<file path="src/rtl/bitop_pkg.sv">
package bitop_pkg;

   // Operation code is {alt, fam_set}
   typedef enum logic [1:0] {
      BOP_CLR = 2'b00,
      BOP_SET = 2'b01,
      BOP_TST = 2'b10,
      BOP_TGL = 2'b11
   } bop_e;

   typedef enum logic [2:0] {
      ST_IDLE,
      ST_RD,
      ST_WT,
      ST_WR,
      ST_DN
   } bseq_e;

   function automatic bop_e make_op(input logic alt, input logic fam_set);
      return bop_e'({alt, fam_set});
   endfunction

endpackage

</file>
<file path="src/rtl/bitop_alu.sv">
module bitop_alu
   import bitop_pkg::*;
#(
   parameter int W     = 32,
   parameter int IDX_W = 5
) (
   input  logic [W-1:0]     operand,
   input  logic [IDX_W-1:0] idx,
   input  bop_e             op,
   output logic [W-1:0]     result,
   output logic             bit_clear
);

   if (W != (1 << IDX_W)) begin : g_bad_width
      $error("bitop_alu: W must equal 2**IDX_W");
   end

   logic [W-1:0] hit;

   for (genvar i = 0; i < W; i++) begin : g_bit
      assign hit[i] = (idx == IDX_W'(i));
      always_comb begin
         unique case (op)
            BOP_CLR: result[i] = operand[i] & ~hit[i];
            BOP_SET: result[i] = operand[i] |  hit[i];
            BOP_TGL: result[i] = operand[i] ^  hit[i];
            default: result[i] = operand[i];
         endcase
      end
   end

   assign bit_clear = ~|(operand & hit);

endmodule

</file>
<file path="src/rtl/bitop_mem_seq.sv">
module bitop_mem_seq
   import bitop_pkg::*;
(
   input  logic clk,
   input  logic rst_n,
   input  logic start,
   input  logic mem_mode,
   input  logic test_q,
   output logic busy,
   output logic accept,
   output logic rd_cap,
   output logic mem_re,
   output logic mem_we,
   output logic done
);

   bseq_e state, state_n;

   assign busy   = (state == ST_RD) || (state == ST_WT) || (state == ST_WR);
   assign accept = start && !busy;
   assign rd_cap = (state == ST_WT);
   assign mem_re = (state == ST_RD);
   assign mem_we = (state == ST_WR);
   assign done   = (state == ST_DN);

   always_comb begin
      state_n = state;
      unique case (state)
         ST_IDLE, ST_DN: state_n = accept ? (mem_mode ? ST_RD : ST_DN) : ST_IDLE;
         ST_RD:          state_n = ST_WT;
         ST_WT:          state_n = test_q ? ST_DN : ST_WR;
         ST_WR:          state_n = ST_DN;
         default:        state_n = ST_IDLE;
      endcase
   end

   always_ff @(posedge clk or negedge rst_n) begin
      if (!rst_n) state <= ST_IDLE;
      else        state <= state_n;
   end


   strobe_onehot_chk: assert property (@(posedge clk) disable iff (!rst_n)
      $onehot0({mem_re, mem_we, done}));


   done_after_write_chk: assert property (@(posedge clk) disable iff (!rst_n)
      mem_we |=> done);


   read_before_write_chk: assert property (@(posedge clk) disable iff (!rst_n)
      mem_we |-> $past(mem_re, 2));


   read_gap_chk: assert property (@(posedge clk) disable iff (!rst_n)
      mem_re |=> (!mem_re && !mem_we && !done));

endmodule

</file>
<file path="src/rtl/bitop_unit.sv">
module bitop_unit
   import bitop_pkg::*;
#(
   parameter int  DATA_W       = 32,
   parameter int  MEM_W        = 16,
   parameter int  NREG         = 16,
   parameter int  OFS_W        = 16,
   parameter int  GRP_W        = 2,
   parameter int  EXT_W        = 3,
   parameter int  STATUS_REG   = 12,
   parameter bit  ZERO_STATUS  = 1'b1
) (
   input  logic                     clk,
   input  logic                     rst_n,
   input  logic                     start,
   input  logic                     fam_set,
   input  logic                     alt,
   input  logic [GRP_W-1:0]         grp,
   input  logic [EXT_W-1:0]         ext_bit,
   input  logic                     mem_mode,
   input  logic [$clog2(NREG)-1:0]  reg_sel,
   input  logic [DATA_W-1:0]        reg_rdata,
   input  logic [OFS_W-1:0]         mem_ofs,
   input  logic [MEM_W-1:0]         mem_rdata,
   output logic                     busy,
   output logic                     done,
   output logic                     wb_we,
   output logic [$clog2(NREG)-1:0]  wb_sel,
   output logic [DATA_W-1:0]        wb_data,
   output logic                     z_we,
   output logic                     z_val,
   output logic                     mem_re,
   output logic                     mem_we,
   output logic [DATA_W-1:0]        mem_addr,
   output logic [MEM_W-1:0]         mem_wdata
);

   localparam int IDX_W  = $clog2(DATA_W);
   localparam int MIDX_W = $clog2(MEM_W);
   localparam int RSEL_W = $clog2(NREG);

   if (GRP_W + EXT_W != IDX_W) begin : g_bad_idx
      $error("bitop_unit: GRP_W + EXT_W must address every bit of DATA_W");
   end
   if (MEM_W > DATA_W || MEM_W != (1 << MIDX_W)) begin : g_bad_mem
      $error("bitop_unit: MEM_W must be a power of two not above DATA_W");
   end
   if (OFS_W > DATA_W) begin : g_bad_ofs
      $error("bitop_unit: OFS_W must not exceed DATA_W");
   end
   if (STATUS_REG >= NREG) begin : g_bad_sr
      $error("bitop_unit: STATUS_REG out of range");
   end

   // ---------------- request decode ----------------
   bop_e               op_in;
   logic [IDX_W-1:0]   idx_in;
   logic [DATA_W-1:0]  base;

   assign op_in  = make_op(alt, fam_set);
   assign idx_in = {grp, ext_bit};

   if (ZERO_STATUS) begin : g_zero_base
      assign base = (reg_sel == RSEL_W'(STATUS_REG)) ? '0 : reg_rdata;
   end else begin : g_plain_base
      assign base = reg_rdata;
   end

   // ---------------- datapath ----------------
   logic [DATA_W-1:0]  reg_res;
   logic               reg_zero;
   logic [MEM_W-1:0]   mem_res;
   logic               mem_zero;

   bop_e               op_q;
   logic               mem_q;
   logic [RSEL_W-1:0]  sel_q;
   logic [MIDX_W-1:0]  midx_q;
   logic [DATA_W-1:0]  addr_q;
   logic [DATA_W-1:0]  res_q;
   logic               zf_q;

   bitop_alu #(.W(DATA_W), .IDX_W(IDX_W)) i_reg_alu (
      .operand   (reg_rdata),
      .idx       (idx_in),
      .op        (op_in),
      .result    (reg_res),
      .bit_clear (reg_zero)
   );

   bitop_alu #(.W(MEM_W), .IDX_W(MIDX_W)) i_mem_alu (
      .operand   (mem_rdata),
      .idx       (midx_q),
      .op        (op_q),
      .result    (mem_res),
      .bit_clear (mem_zero)
   );

   // ---------------- sequencing ----------------
   logic accept, rd_cap, test_q;

   assign test_q = (op_q == BOP_TST);

   bitop_mem_seq i_seq (
      .clk      (clk),
      .rst_n    (rst_n),
      .start    (start),
      .mem_mode (mem_mode),
      .test_q   (test_q),
      .busy     (busy),
      .accept   (accept),
      .rd_cap   (rd_cap),
      .mem_re   (mem_re),
      .mem_we   (mem_we),
      .done     (done)
   );

   always_ff @(posedge clk or negedge rst_n) begin
      if (!rst_n) begin
         op_q   <= BOP_CLR;
         mem_q  <= 1'b0;
         sel_q  <= '0;
         midx_q <= '0;
         addr_q <= '0;
         res_q  <= '0;
         zf_q   <= 1'b0;
      end else if (accept) begin
         op_q   <= op_in;
         mem_q  <= mem_mode;
         sel_q  <= reg_sel;
         midx_q <= idx_in[MIDX_W-1:0];
         addr_q <= base + DATA_W'(mem_ofs);
         res_q  <= reg_res;
         zf_q   <= reg_zero;
      end else if (rd_cap) begin
         res_q  <= DATA_W'(mem_res);
         zf_q   <= mem_zero;
      end
   end

   assign wb_we     = done && !mem_q && !test_q;
   assign wb_sel    = sel_q;
   assign wb_data   = res_q;
   assign z_we      = done && test_q;
   assign z_val     = zf_q;
   assign mem_addr  = addr_q;
   assign mem_wdata = res_q[MEM_W-1:0];


   test_quiet_chk: assert property (@(posedge clk) disable iff (!rst_n)
      z_we |-> (!wb_we && !mem_we));


   reg_done_chk: assert property (@(posedge clk) disable iff (!rst_n)
      (start && !busy && !mem_mode) |=> (done && !mem_re && !mem_we));


   addr_hold_chk: assert property (@(posedge clk) disable iff (!rst_n)
      (busy && start) |=> $stable(mem_addr));


   wb_only_done_chk: assert property (@(posedge clk) disable iff (!rst_n)
      wb_we |-> (done && !z_we));

endmodule

</file>
<file path="config.mk">
export PLATFORM = sky130hd
export DESIGN_NAME = bitop_unit
export DESIGN_NICKNAME = d
export VERILOG_FILES = /design/src/rtl/bitop_pkg.sv /design/src/rtl/bitop_alu.sv /design/src/rtl/bitop_mem_seq.sv /design/src/rtl/bitop_unit.sv
export SDC_FILE = /design/constraint.sdc
export NUM_CORES = 1
export LEC_CHECK = 0
export BUFFER_PORTS_ARGS = -buffer_cell sky130_fd_sc_hd__clkbuf_2
export CAP_MARGIN = 5
export CORE_MARGIN = 2
export CORE_UTILIZATION = 35
export CTS_CLUSTER_DIAMETER = 80
export DETAILED_ROUTE_END_ITERATION = 8
export PLACE_DENSITY_LB_ADDON = 0.15
export SLEW_MARGIN = 20
export SYNTH_ARGS = -nofsm -noshare
export SYNTH_HDL_FRONTEND = slang
export SYNTH_SLANG_ARGS = --single-unit
</file>
<file path="constraint.sdc">
create_clock -name clk -period 2.3 [get_ports clk]
set_input_delay 0.115 -clock clk [delete_from_list [all_inputs] [get_ports clk]]
set_output_delay 0.115 -clock clk [all_outputs]
set_load 0.05 [all_outputs]
</file>
Word level (Yosys, flattened, before mapping)
Index checks and enable logic that the tools add are counted.
Word-level totals
  flip-flop bits (word level): 79
  output and inout port bits: 91
  input port bits: 79
  logic and storage cells: 336
Operators by class
  eq/ne operators: 56
  reduce and logical (&&, ||, !) cells: 20
  bitwise operators: 194
  add/sub/neg operators: 1
  muxes and demuxes: 57
Operators with widths (number)
  $pmux W1 S3: 48
  $mux W32: 3
  $eq A5 B5 Y1 const B: 16
  $and A1 B1 Y1: 48
  $not A1 Y1: 48
  $or A1 B1 Y1: 48
  $xor A1 B1 Y1: 48
  $eq A5 B4 Y1 const B: 8
  $eq A4 B4 Y1 const B: 9
  $add A32 B16 Y32: 1
  $and A32 B32 Y32: 1
  $reduce_or A32 Y1: 1
  $eq A5 B3 Y1 const B: 4
  $and A16 B16 Y16: 1
  $eq A4 B3 Y1 const B: 4
  $reduce_or A16 Y1: 1
  $pmux W3 S4: 1
  $eq A5 B2 Y1 const B: 2
  $mux W3: 3
  $eq A4 B2 Y1 const B: 2
  $eq A2 B2 Y1 const B: 3
  $eq A3 B2 Y1 const B: 2
  $eq A5 B1 Y1 const B: 1
  $logic_not A1 Y1: 5
  13 further kinds: 20

Logic depth before layout (Yosys ltp)
Gate-level depths: netlist of run 1.
  depth in word-level cells: 7
  gate-level depth with buffers: 14
  mapped depth without buffers: 10

Cells and area by module
From an unflattened synthesis of run 1, not the netlist that was laid out.
Unflattened totals
  cell total of the unflattened synthesis: 905
  area total of the unflattened synthesis: 8747.1 µm²
By module, submodules not included
  bitop_unit: cells an instance 436, area each 4431.8 µm², times used 1, sequential area each 1901.8 µm²
  bitop_alu at i_reg_alu: cells an instance 299, area each 2712.6 µm², times used 1, sequential area each 0.0 µm²
  bitop_alu at i_mem_alu: cells an instance 153, area each 1438.9 µm², times used 1, sequential area each 0.0 µm²
  bitop_mem_seq: cells an instance 17, area each 163.9 µm², times used 1, sequential area each 75.1 µm²

Worst setup path before layout of run 1
OpenSTA, ideal clock, no wires.
  path type: input -> register
  start point: input reg_sel[1]
  end point: register addr_q[16] (netlist: mem_addr[16])
  data arrival time: 3.255 ns
  cell stages on the path: 14
  path slack: -1.024 ns
  data required time: 2.231 ns
  setup time: 0.069 ns
  path buffers: 4
  cell sequence: nor4bb_1 -> clkbuf_1 -> clkbuf_1 -> buf_1 -> nor2_1 -> ha_1 -> fa_1 -> a21o_1 -> a31oi_2 -> nor4b_2 -> or2_1 -> buf_6 -> or4_1 -> nand3_1
Between the ends
  cells in the longest elaborated chain, start to end: 3
Ends and longest elaborated chain
  start, declared: RTL line bitop_unit.sv:21  | input logic [$clog2(NREG)-1:0] reg_sel,
  $eq A4 B4 Y1: RTL line bitop_unit.sv:64  | assign base = (reg_sel == RSEL_W'(STATUS_REG)) ? '0 : reg_rdata;
  $mux W32: RTL line bitop_unit.sv:64
  $add A32 B16 Y32: RTL line bitop_unit.sv:132  | addr_q <= base + DATA_W'(mem_ofs);
  end signal, assigned: RTL line bitop_unit.sv:132
  end, declared: RTL line bitop_unit.sv:79  | logic [DATA_W-1:0] addr_q;
Every way passes these cells.
A chain may end at the register's enable or synchronous reset.

Worst setup path after layout of run 1
  start point: input reg_sel[1]
  end point: register addr_q[19] (netlist: mem_addr[19])
The elaborated chain is that of the path after synthesis.

==> results.toml, run 1 <==
[synth]
synth.avg_cell_area_um2 = 8.50
synth.top_cell.area_share = 0.233
yosysTopAreaCell = "ha_1"
ys_ff_latch = 79
synthTopCellsByArea = "ha_1, dfrtp_1, mux4_2"
synth.cell_area_um2 = 8580
postSynth.asyncResetShare = 1.00
ys_seq_area_frac = 0.230
synth-edff-count = 0
synth.most_common_cell = "ha_1"
synthFlopType = "dfrtp_1"
ys.warnings.count = 0
ys_types = 65
synth.net_count = 1250
synthTopCellsByCount = "ha_1, nand2_1, inv_1"
synth_cells = 1010

[worst_setup_path]
crit_path_end_kind = "flop"
critPathRequiredTime_ns = 2.54
reg2reg_slack_ns = 0.15
critPathMaxFanout = 6
crit_path_start_kind = "input pin"
criticalPathCategory = "in2reg"
worstPathArrival_ns = 2.51

[timing]
setup_viol = 0
tns_ns = 0
fin_ws_ns = 0.0268
max_slew.worst_pin.slew_ns = 0.768
min_period_ns = 2.27
drv_slew = 0
skew_ns = 0.00602
fin_worst_hold_slack_ns = 0.0296
max_freq_ghz = 0.440
fin_crit_sh = 0.988
grt_setup_unrepaired = "yes"
slew_headroom = 0.486
hold_viol = 0

[global_route]
grt_first_pass_wirelength_mm = 40.2
met2_usage = 0.339
grt_start_max_net_pins = 64
met3_usage = 0.0338
grt_pass1_vias = 7494
antenna_found_initial = 0
grt.busiest_layer = "met2"
grt-ovfl-total = 0
grtUsageTotal = 0.200
met1_usage = 0.263

[floorplan]
num_rows = 57
die_h_um = 161
start_util = 0.355
dieArea_um2 = 25800
die_w_um = 161
core_um2 = 24200
io_pins = 170

[finish]
final_core_util = 0.454
regArea_um2 = 1980
area_delta_synth_final_pct = 28.0
multi_input_area_um2 = 5970
fin_area_um2 = 11000
nNetsFinal = 1467
fillers = 2422
diodes = 0
fin_cells = 1555
drive_above_1_share = 0.296

[clocking]
clk_pin_slew_ns = 0.06
cts_tree = "built"
cts_buffer_depth = 2
numCtsBuffers = 9
clock-root-buffer = "clkbuf_16"
clock_sinks = 79
clk_latency_ns = 0.35
cts_max_level = 3

[placed_design]
place_inst = 1526
dp.final_hpwl_mm = 20.8
portBuffers = 169
dp_worst_setup_slack_ns = -0.434
place_congestion = 0.842
post_dp_cell_area_um2 = 10400

[power_and_ir_drop]
p_leak_nw = 5.84
power.total_mw = 11.2
powerDensity_nw_per_um2 = 1020
vdd_drop_max_mv = 0.662

[status]
outcome = "finished clean"

[drt]
wl_per_cell_um = 16.6
ant_nets = 0
via_per_inst = 4.97
drc = 0
drt-initial-drc-count = 455
vias = 7721
firstDrtPassIters = 5
wirelength_mm = 25.9

[hold_path]
hp-class = "in2reg"

[flow_run]
cap_violations = 0
layout by cell type (no fill, tap or decap), drive strengths merged, types with 4 or more instances in the layout:
master	n
a21oi	51
inv	133
o21ai	61
nor3b	6
dlygate4sd3	4
dfrtp	79
nand2	151
nor4	16
ha	160
o2111ai	4
xor2	6
mux4	35
nand4	11
o211ai	5
and3	9
a211oi	28
a22o	16
nor2b	7
nand3	24
buf	103
xnor2	8
clkbuf	179
a21o	6
nor3	13
nor2	68
sequential cells by signal (all words and copies together) (netlist names):
register / flops
wb_sel: 4
z_val: 1
wb_data: 32
mem_addr: 32
midx_q: 4
i_seq.state: 3
mem_q: 1
op_q: 2
path summary, 6_finish.rpt:
kind / start / endpoint / cells after the start
setup / recovery: reg_sel[1] / mem_addr[19] / 13
hold / removal: ext_bit[0] / midx_q[0] / 3
setup reg to reg: midx_q[1] / wb_data[2] / 6
hold reg to reg: wb_sel[2] / wb_sel[2] / 2
max in group asynchronous: rst_n / wb_data[6] / 3
min in group asynchronous: rst_n / wb_data[21] / 2
report_power, final:
group / internal, mW / switching (mW)
Sequential: 2.06 / 0.514
Combinational: 2.17 / 5.03
Clock: 0.866 / 0.608
cell type report:
class	count	area share
well taps	324	0.0369
repair buffers	274	0.168
clock inverters	3	0.00399
multi-input cells	730	0.543
flip-flops and latches	79	0.180
inverters	133	0.0454
clock buffers	12	0.0224
metal layers:
metal / vias to the layer above / part of all wire
met5: - / 0
met1: 3662 / 0.45
met2: 155 / 0.48
met4: 0 / 0.020
li1: 3873 / -
met3: 31 / 0.044
logic make-up (layout without fill, tap and decap cells):
family	after synthesis	after routing	share of synthesized area
buffers and inverters	201	422	0.103
AO/OA/AOI/OAI	188	188	0.144
adder cells (fa/ha/maj)	161	161	0.236
XOR/XNOR	14	14	0.0143
flip-flops	79	79	0.230
multiplexers	38	38	0.0953
AND/OR/NAND/NOR	329	329	0.178
critical path, cell delays in order:
cell and delay, ns:
buf_8 0.10, nor4bb_4 0.28, buf_6 0.19, buf_12 0.13, nor2_1 0.04, ha_1 0.29, a21oi_2 0.16, buf_4 0.14
a21oi_2 0.06, a211oi_4 0.39, a21oi_2 0.14, and3_1 0.17, a221o_1 0.28
what timing repair did:
action	CTS	global route
endpoints found under the setup margin	11	20
buffers inserted	1	6
hold buffers	2	2
resized for setup	0	32
gates cloned	0	2
endpoints found under the hold margin	39	2
pin swaps	1	16
Power figures use the tool's default switching activity.
==> run 2: changes to the inputs <==
--- a/config.mk
+++ b/config.mk
@@ -12,6 +12,7 @@
 export CTS_CLUSTER_DIAMETER = 80
 export DETAILED_ROUTE_END_ITERATION = 8
 export PLACE_DENSITY_LB_ADDON = 0.15
+export SETUP_SLACK_MARGIN = 0.2
 export SLEW_MARGIN = 20
 export SYNTH_ARGS = -nofsm -noshare
 export SYNTH_HDL_FRONTEND = slang
==> run 2 against run 1 <==
Non-clock buffer count is 8 higher. Via count is 1.2% higher. Critical path depth is 1 lower. First-iteration DRC count is 16% lower. Cell count is 0.58% higher. Worst hold slack worse by 0.0072 ns. Cell area is 2.4% higher. Setup slack better by 0.036 ns. Global-route usage is 0.46 points higher. Power is 4.2% higher. Clock-buffer cell count is 2 lower. Critical path type unchanged. Critical endpoint is now mem_addr[16]. Highest routed layer is now met5.
==> results.toml, run 2 (synthesized netlist as in run 1, its figures left out) <==
[finish]
fillers = 2392
final_common_cell = "clkbuf_2"
diodes = 0
fin_area_um2 = 11200
layout_common_cells = "clkbuf_2, ha_1, nand2_1, inv_1, buf_4"
area_delta_synth_final_pct = 31.1
drive_above_1_share = 0.326
nNetsFinal = 1475

[power_and_ir_drop]
power.total_mw = 11.7
pwr-share-seq = 0.225
swShare = 0.544
p_clk_frac = 0.140
p_leak_nw = 5.91
vdd_drop_max_mv = 0.737
powerDensity_nw_per_um2 = 1040
internal_power_mw = 5.35
power.switching_mw = 6.37
power_frac_comb = 0.634

[worst_setup_path]
crit_path_end_kind = "flop"
criticalPathCategory = "in2reg"
crit_path_start_kind = "input pin"
critPathMaxFanout = 7
critPathRequiredTime_ns = 2.59
worstPathArrival_ns = 2.53

[global_route]
grt_first_pass_wirelength_mm = 41.3
grt_start_max_net_pins = 46
antenna_found_initial = 2
grt_pass1_vias = 7492
grt-ovfl-total = 0
grtUsageTotal = 0.205

[clocking]
cts_buffer_depth = 2
cts_max_level = 3
cts_tree = "built"
numCtsBuffers = 9
clock_sinks = 79
clk_pin_slew_ns = 0.07
clock-root-buffer = "clkbuf_16"
clk_latency_ns = 0.36

[drt]
drt-initial-drc-count = 381
wl_per_cell_um = 17.0
vias = 7814
firstDrtPassIters = 5
drc = 0
via_per_inst = 5.00
ant_nets = 0
wirelength_mm = 26.6

[flow_run]
cap_violations = 0

[floorplan]
io_pins = 170
dieArea_um2 = 25800
die_h_um = 161
core_um2 = 24200
num_rows = 57
start_util = 0.355
die_w_um = 161

[timing]
setup_viol = 0
fin_ws_ns = 0.0624
grt_setup_unrepaired = "yes"
fin_crit_sh = 0.973
drv_slew = 0
slew_headroom = 0.590
fin_worst_hold_slack_ns = 0.0224
hold_viol = 0
max_slew.worst_pin.slew_ns = 0.615
skew_ns = 0.0124
min_period_ns = 2.24
max_freq_ghz = 0.447

[hold_path]
hp-class = "in2reg"

[placed_design]
post_dp_cell_area_um2 = 10500
dp.final_hpwl_mm = 21.3
dp_worst_setup_slack_ns = -0.472
place_congestion = 0.869
portBuffers = 169

[status]
outcome = "finished clean"
==> run 2: cell count changes in the layout (fill, tap and decap cells not counted), moves of 3 or more <==
cell        change
a21oi_2         +5
dfrtp_2         +4
dfrtp_1         -4
nor2b_4         +4
a21oi_1         -7
nand3_2         +3
nor2b_1         -4
clkinvlp_4      +3
nand3_1         -3
buf_4           +9
==> run 2: final cells by class <==
type	count	area [um^2]	share of cell area
inverters	133	499	0.0444
repair buffers	282	1880	0.167
clock inverters	6	91.3	0.00812
multi-input cells	730	6150	0.547
clock buffers	10	239	0.0212
flip-flops and latches	79	1980	0.176
well taps	324	405	0.0360
==> run 2: repair_timing <==
item / in CTS / in global routing
endpoints found under the setup margin: 30 / 39
endpoints found under the hold margin: 39 / 0
gates cloned: 0 / 1
pin swaps: 5 / 19
hold buffers: 2 / 0
setup buffers: 4 / 8
gates resized for setup: 14 / 56
==> run 2: power groups by stage <==
stage                     logic (mW)  registers, mW  clock network (mW)
final                           7.43           2.64                1.65
after global placement          7.17           2.63                   0
after floorplan                 3.32           4.50                   0
after detailed placement        7.22           2.63                   0
after global routing            7.99           2.73                1.72
after CTS                       7.29           2.62                1.68
==> run 2: final timing paths <==
check / to / start / depth (start not counted) / slack [ns]
setup reg to reg: wb_data[2] / midx_q[1] / 7 / 0.30
hold reg to reg: wb_sel[3] / wb_sel[3] / 2 / 0.49
setup / recovery: mem_addr[16] / reg_sel[0] / 12 / 0.06
max in group asynchronous: mem_q / rst_n / 3 / 1.39
hold / removal: midx_q[1] / ext_bit[1] / 3 / 0.02
min in group asynchronous: mem_addr[7] / rst_n / 2 / 0.28
==> run 2: worst max-delay path: stages <==
cell	delay [ns]
buf_6	0.10
nor4bb_4	0.28
buf_6	0.18
buf_8	0.13
nor2_1	0.05
ha_1	0.32
a21o_1	0.18
a21o_1	0.19
a2111oi_4	0.33
nor2_2	0.09
or4_1	0.46
nand3_1	0.09
==> run 2: stage by stage <==
stage / instances / utilization / TNS (ns)
5_1_grt: 1564 / 0.465 / -0.442
6_report: 1564 / 0.465 / 0
3_3_place_gp: 1533 / 0.433 / -7.29
2_1_floorplan: 1010 / - / -4.24
4_1_cts: 1555 / 0.452 / 0
3_5_place_dp: 1533 / 0.433 / -8.91
==> run 2: routing by layer <==
layer | share of wire | wire length, um | track usage
met3 | 0.045 | 1200 | 0.0349
met4 | 0.016 | 418 | 0.0467
met1 | 0.48 | 12800 | 0.292
met5 | 0.0010 | 27 | 0
met2 | 0.46 | 12200 | 0.325
==> run 3: changes to the inputs <==
--- a/config.mk
+++ b/config.mk
@@ -12,7 +12,7 @@
 export CTS_CLUSTER_DIAMETER = 80
 export DETAILED_ROUTE_END_ITERATION = 8
 export PLACE_DENSITY_LB_ADDON = 0.15
-export SETUP_SLACK_MARGIN = 0.2
+export RECOVER_POWER = 100
 export SLEW_MARGIN = 20
 export SYNTH_ARGS = -nofsm -noshare
 export SYNTH_HDL_FRONTEND = slang
==> run 3 against run 2 <==
Power is 5.8% lower. Largest cell class unchanged. Utilization decreased by 1.6 points. Sequential power decreased by 3%. Wire length down 2.7%.
==> results.toml, run 3 (synthesized netlist as in run 1, its figures left out) <==
[status]
outcome = "finished clean"

[floorplan]
start_util = 0.355
io_pins = 170
num_rows = 57
die_w_um = 161
dieArea_um2 = 25800
die_h_um = 161
core_um2 = 24200

[placed_design]
place_inst = 1526
dp_worst_setup_slack_ns = -0.434
dp.final_hpwl_mm = 20.8
portBuffers = 169
place_congestion = 0.842

[drt]
vias = 7731
drt-met1-wl_mm = 11.6
ant_nets = 0
wirelength_mm = 25.9
met3_length_mm = 1.30
firstDrtPassIters = 4
drt-initial-drc-count = 407
dr_wl_met2_mm = 12.5
wl_per_cell_um = 16.7
drc = 0
via_per_inst = 4.97
highest_layer = "met4"

[timing]
grt_setup_unrepaired = "yes"
drv_slew = 0
skew_ns = 0.00586
max_freq_ghz = 0.440
hold_viol = 0
setup_viol = 0
fin_ws_ns = 0.0273
min_period_ns = 2.27
fin_crit_sh = 0.988
max_slew.worst_pin.slew_ns = 1.08
slew_headroom = 0.279
fin_worst_hold_slack_ns = 0.0288

[worst_setup_path]
critPathMaxFanout = 6
crit_path_end_kind = "flop"
criticalPathCategory = "in2reg"
worstPathArrival_ns = 2.51
crit_path_top_delay_cell = "a211oi_4"
path_common_cell = "a21oi_2"
crit_path_start_kind = "input pin"
worstPathCellList = "buf_8 > nor4bb_4 > buf_6 > buf_12 > nor2_1 > ha_1 > a21oi_2 > buf_4 > a21oi_2 > a211oi_4 > a21oi_2 > and3_1 > a221o_1"
critPathRequiredTime_ns = 2.54
slowest_delay_ns = 0.39

[finish]
layout_common_cells = "ha_1, nand2_1, inv_1, clkbuf_1, buf_4"
drive_above_1_share = 0.223
area_delta_synth_final_pct = 26.5
fin_cells = 1556
nNetsFinal = 1467
final_core_util = 0.449
fillers = 2471
final_common_cell = "ha_1"

[clocking]
clock-root-buffer = "clkbuf_16"
cts_buffer_depth = 2
cts_max_level = 3
clock_sinks = 79
cts_tree = "built"
clk_pin_slew_ns = 0.06
clk_latency_ns = 0.35
numCtsBuffers = 9

[global_route]
grt-ovfl-total = 0
antenna_found_initial = 0
grt_start_max_net_pins = 64
grtUsageTotal = 0.200
grt_pass1_vias = 7494
grt_first_pass_wirelength_mm = 40.2

[hold_path]
hp-class = "in2reg"

[power_and_ir_drop]
p_leak_nw = 5.55
powerDensity_nw_per_um2 = 1020
vdd_drop_max_mv = 0.617
power.total_mw = 11.0

[flow_run]
cap_violations = 0
[run 3: routing by layer]
layer	global-route usage	vias to the layer above
met2	0.339	175
met5	0	-
met4	0.0577	0
met1	0.263	3648
li1	-	3874
met3	0.0338	34
[run 3: worst paths after layout]
path,start,endpoint,slack (ns),cells past startpoint
min in group asynchronous,rst_n,wb_data[21],0.50,2
worst max register to register,midx_q[1],wb_data[2],0.15,6
worst min-delay path,ext_bit[0],midx_q[0],0.03,3
worst min register to register,mem_addr[8],mem_addr[8],0.48,2
worst max-delay path,reg_sel[1],mem_addr[19],0.03,13
max in group asynchronous,rst_n,wb_data[6],0.54,3
[run 3: area by class of cell]
class                   count  area, um^2  area share
diodes                      1        2.50    0.000231
clock buffers              12         246      0.0227
clock inverters             3        43.8     0.00403
inverters                 133         499      0.0460
multi-input cells         730        5970       0.550
flip-flops and latches     79        1980       0.182
well taps                 324         405      0.0373
repair buffers            274        1710       0.158
[run 3: what timing repair did]
action,CTS,global route
resized for setup,0,32
pin swaps,1,16
setup buffers,1,6
hold buffers,2,2
cloned,0,2
endpoints found under the hold margin,39,2
endpoints found under the setup margin,11,20
[run 3: worst max-delay path: cells and delay by family]
kind | cells | cell delay [ns]
AO/OA/AOI/OAI | 5 | 1.02
adder cells (fa/ha/maj) | 1 | 0.29
buffers and inverters | 4 | 0.57
AND/OR/NAND/NOR | 3 | 0.49
[run 3: where the power goes]
group	leakage (nW)	internal, mW	total (mW)	switching (mW)
clock	0.143	0.867	1.48	0.610
combinational	4.44	1.97	7.00	5.03
sequential	0.975	2.06	2.57	0.509
[run 3: per-stage QoR]
| step | TNS [ns] | instance area (um^2) |
|---|---|---|
| 6_report | 0 | 10900 |
| 5_1_grt | -0.368 | 10900 |
| 4_1_cts | 0 | 10700 |
| 3_5_place_dp | -8.41 | 10400 |
| 3_3_place_gp | -7.35 | 10400 |
| 2_1_floorplan | -4.24 | 8750 |
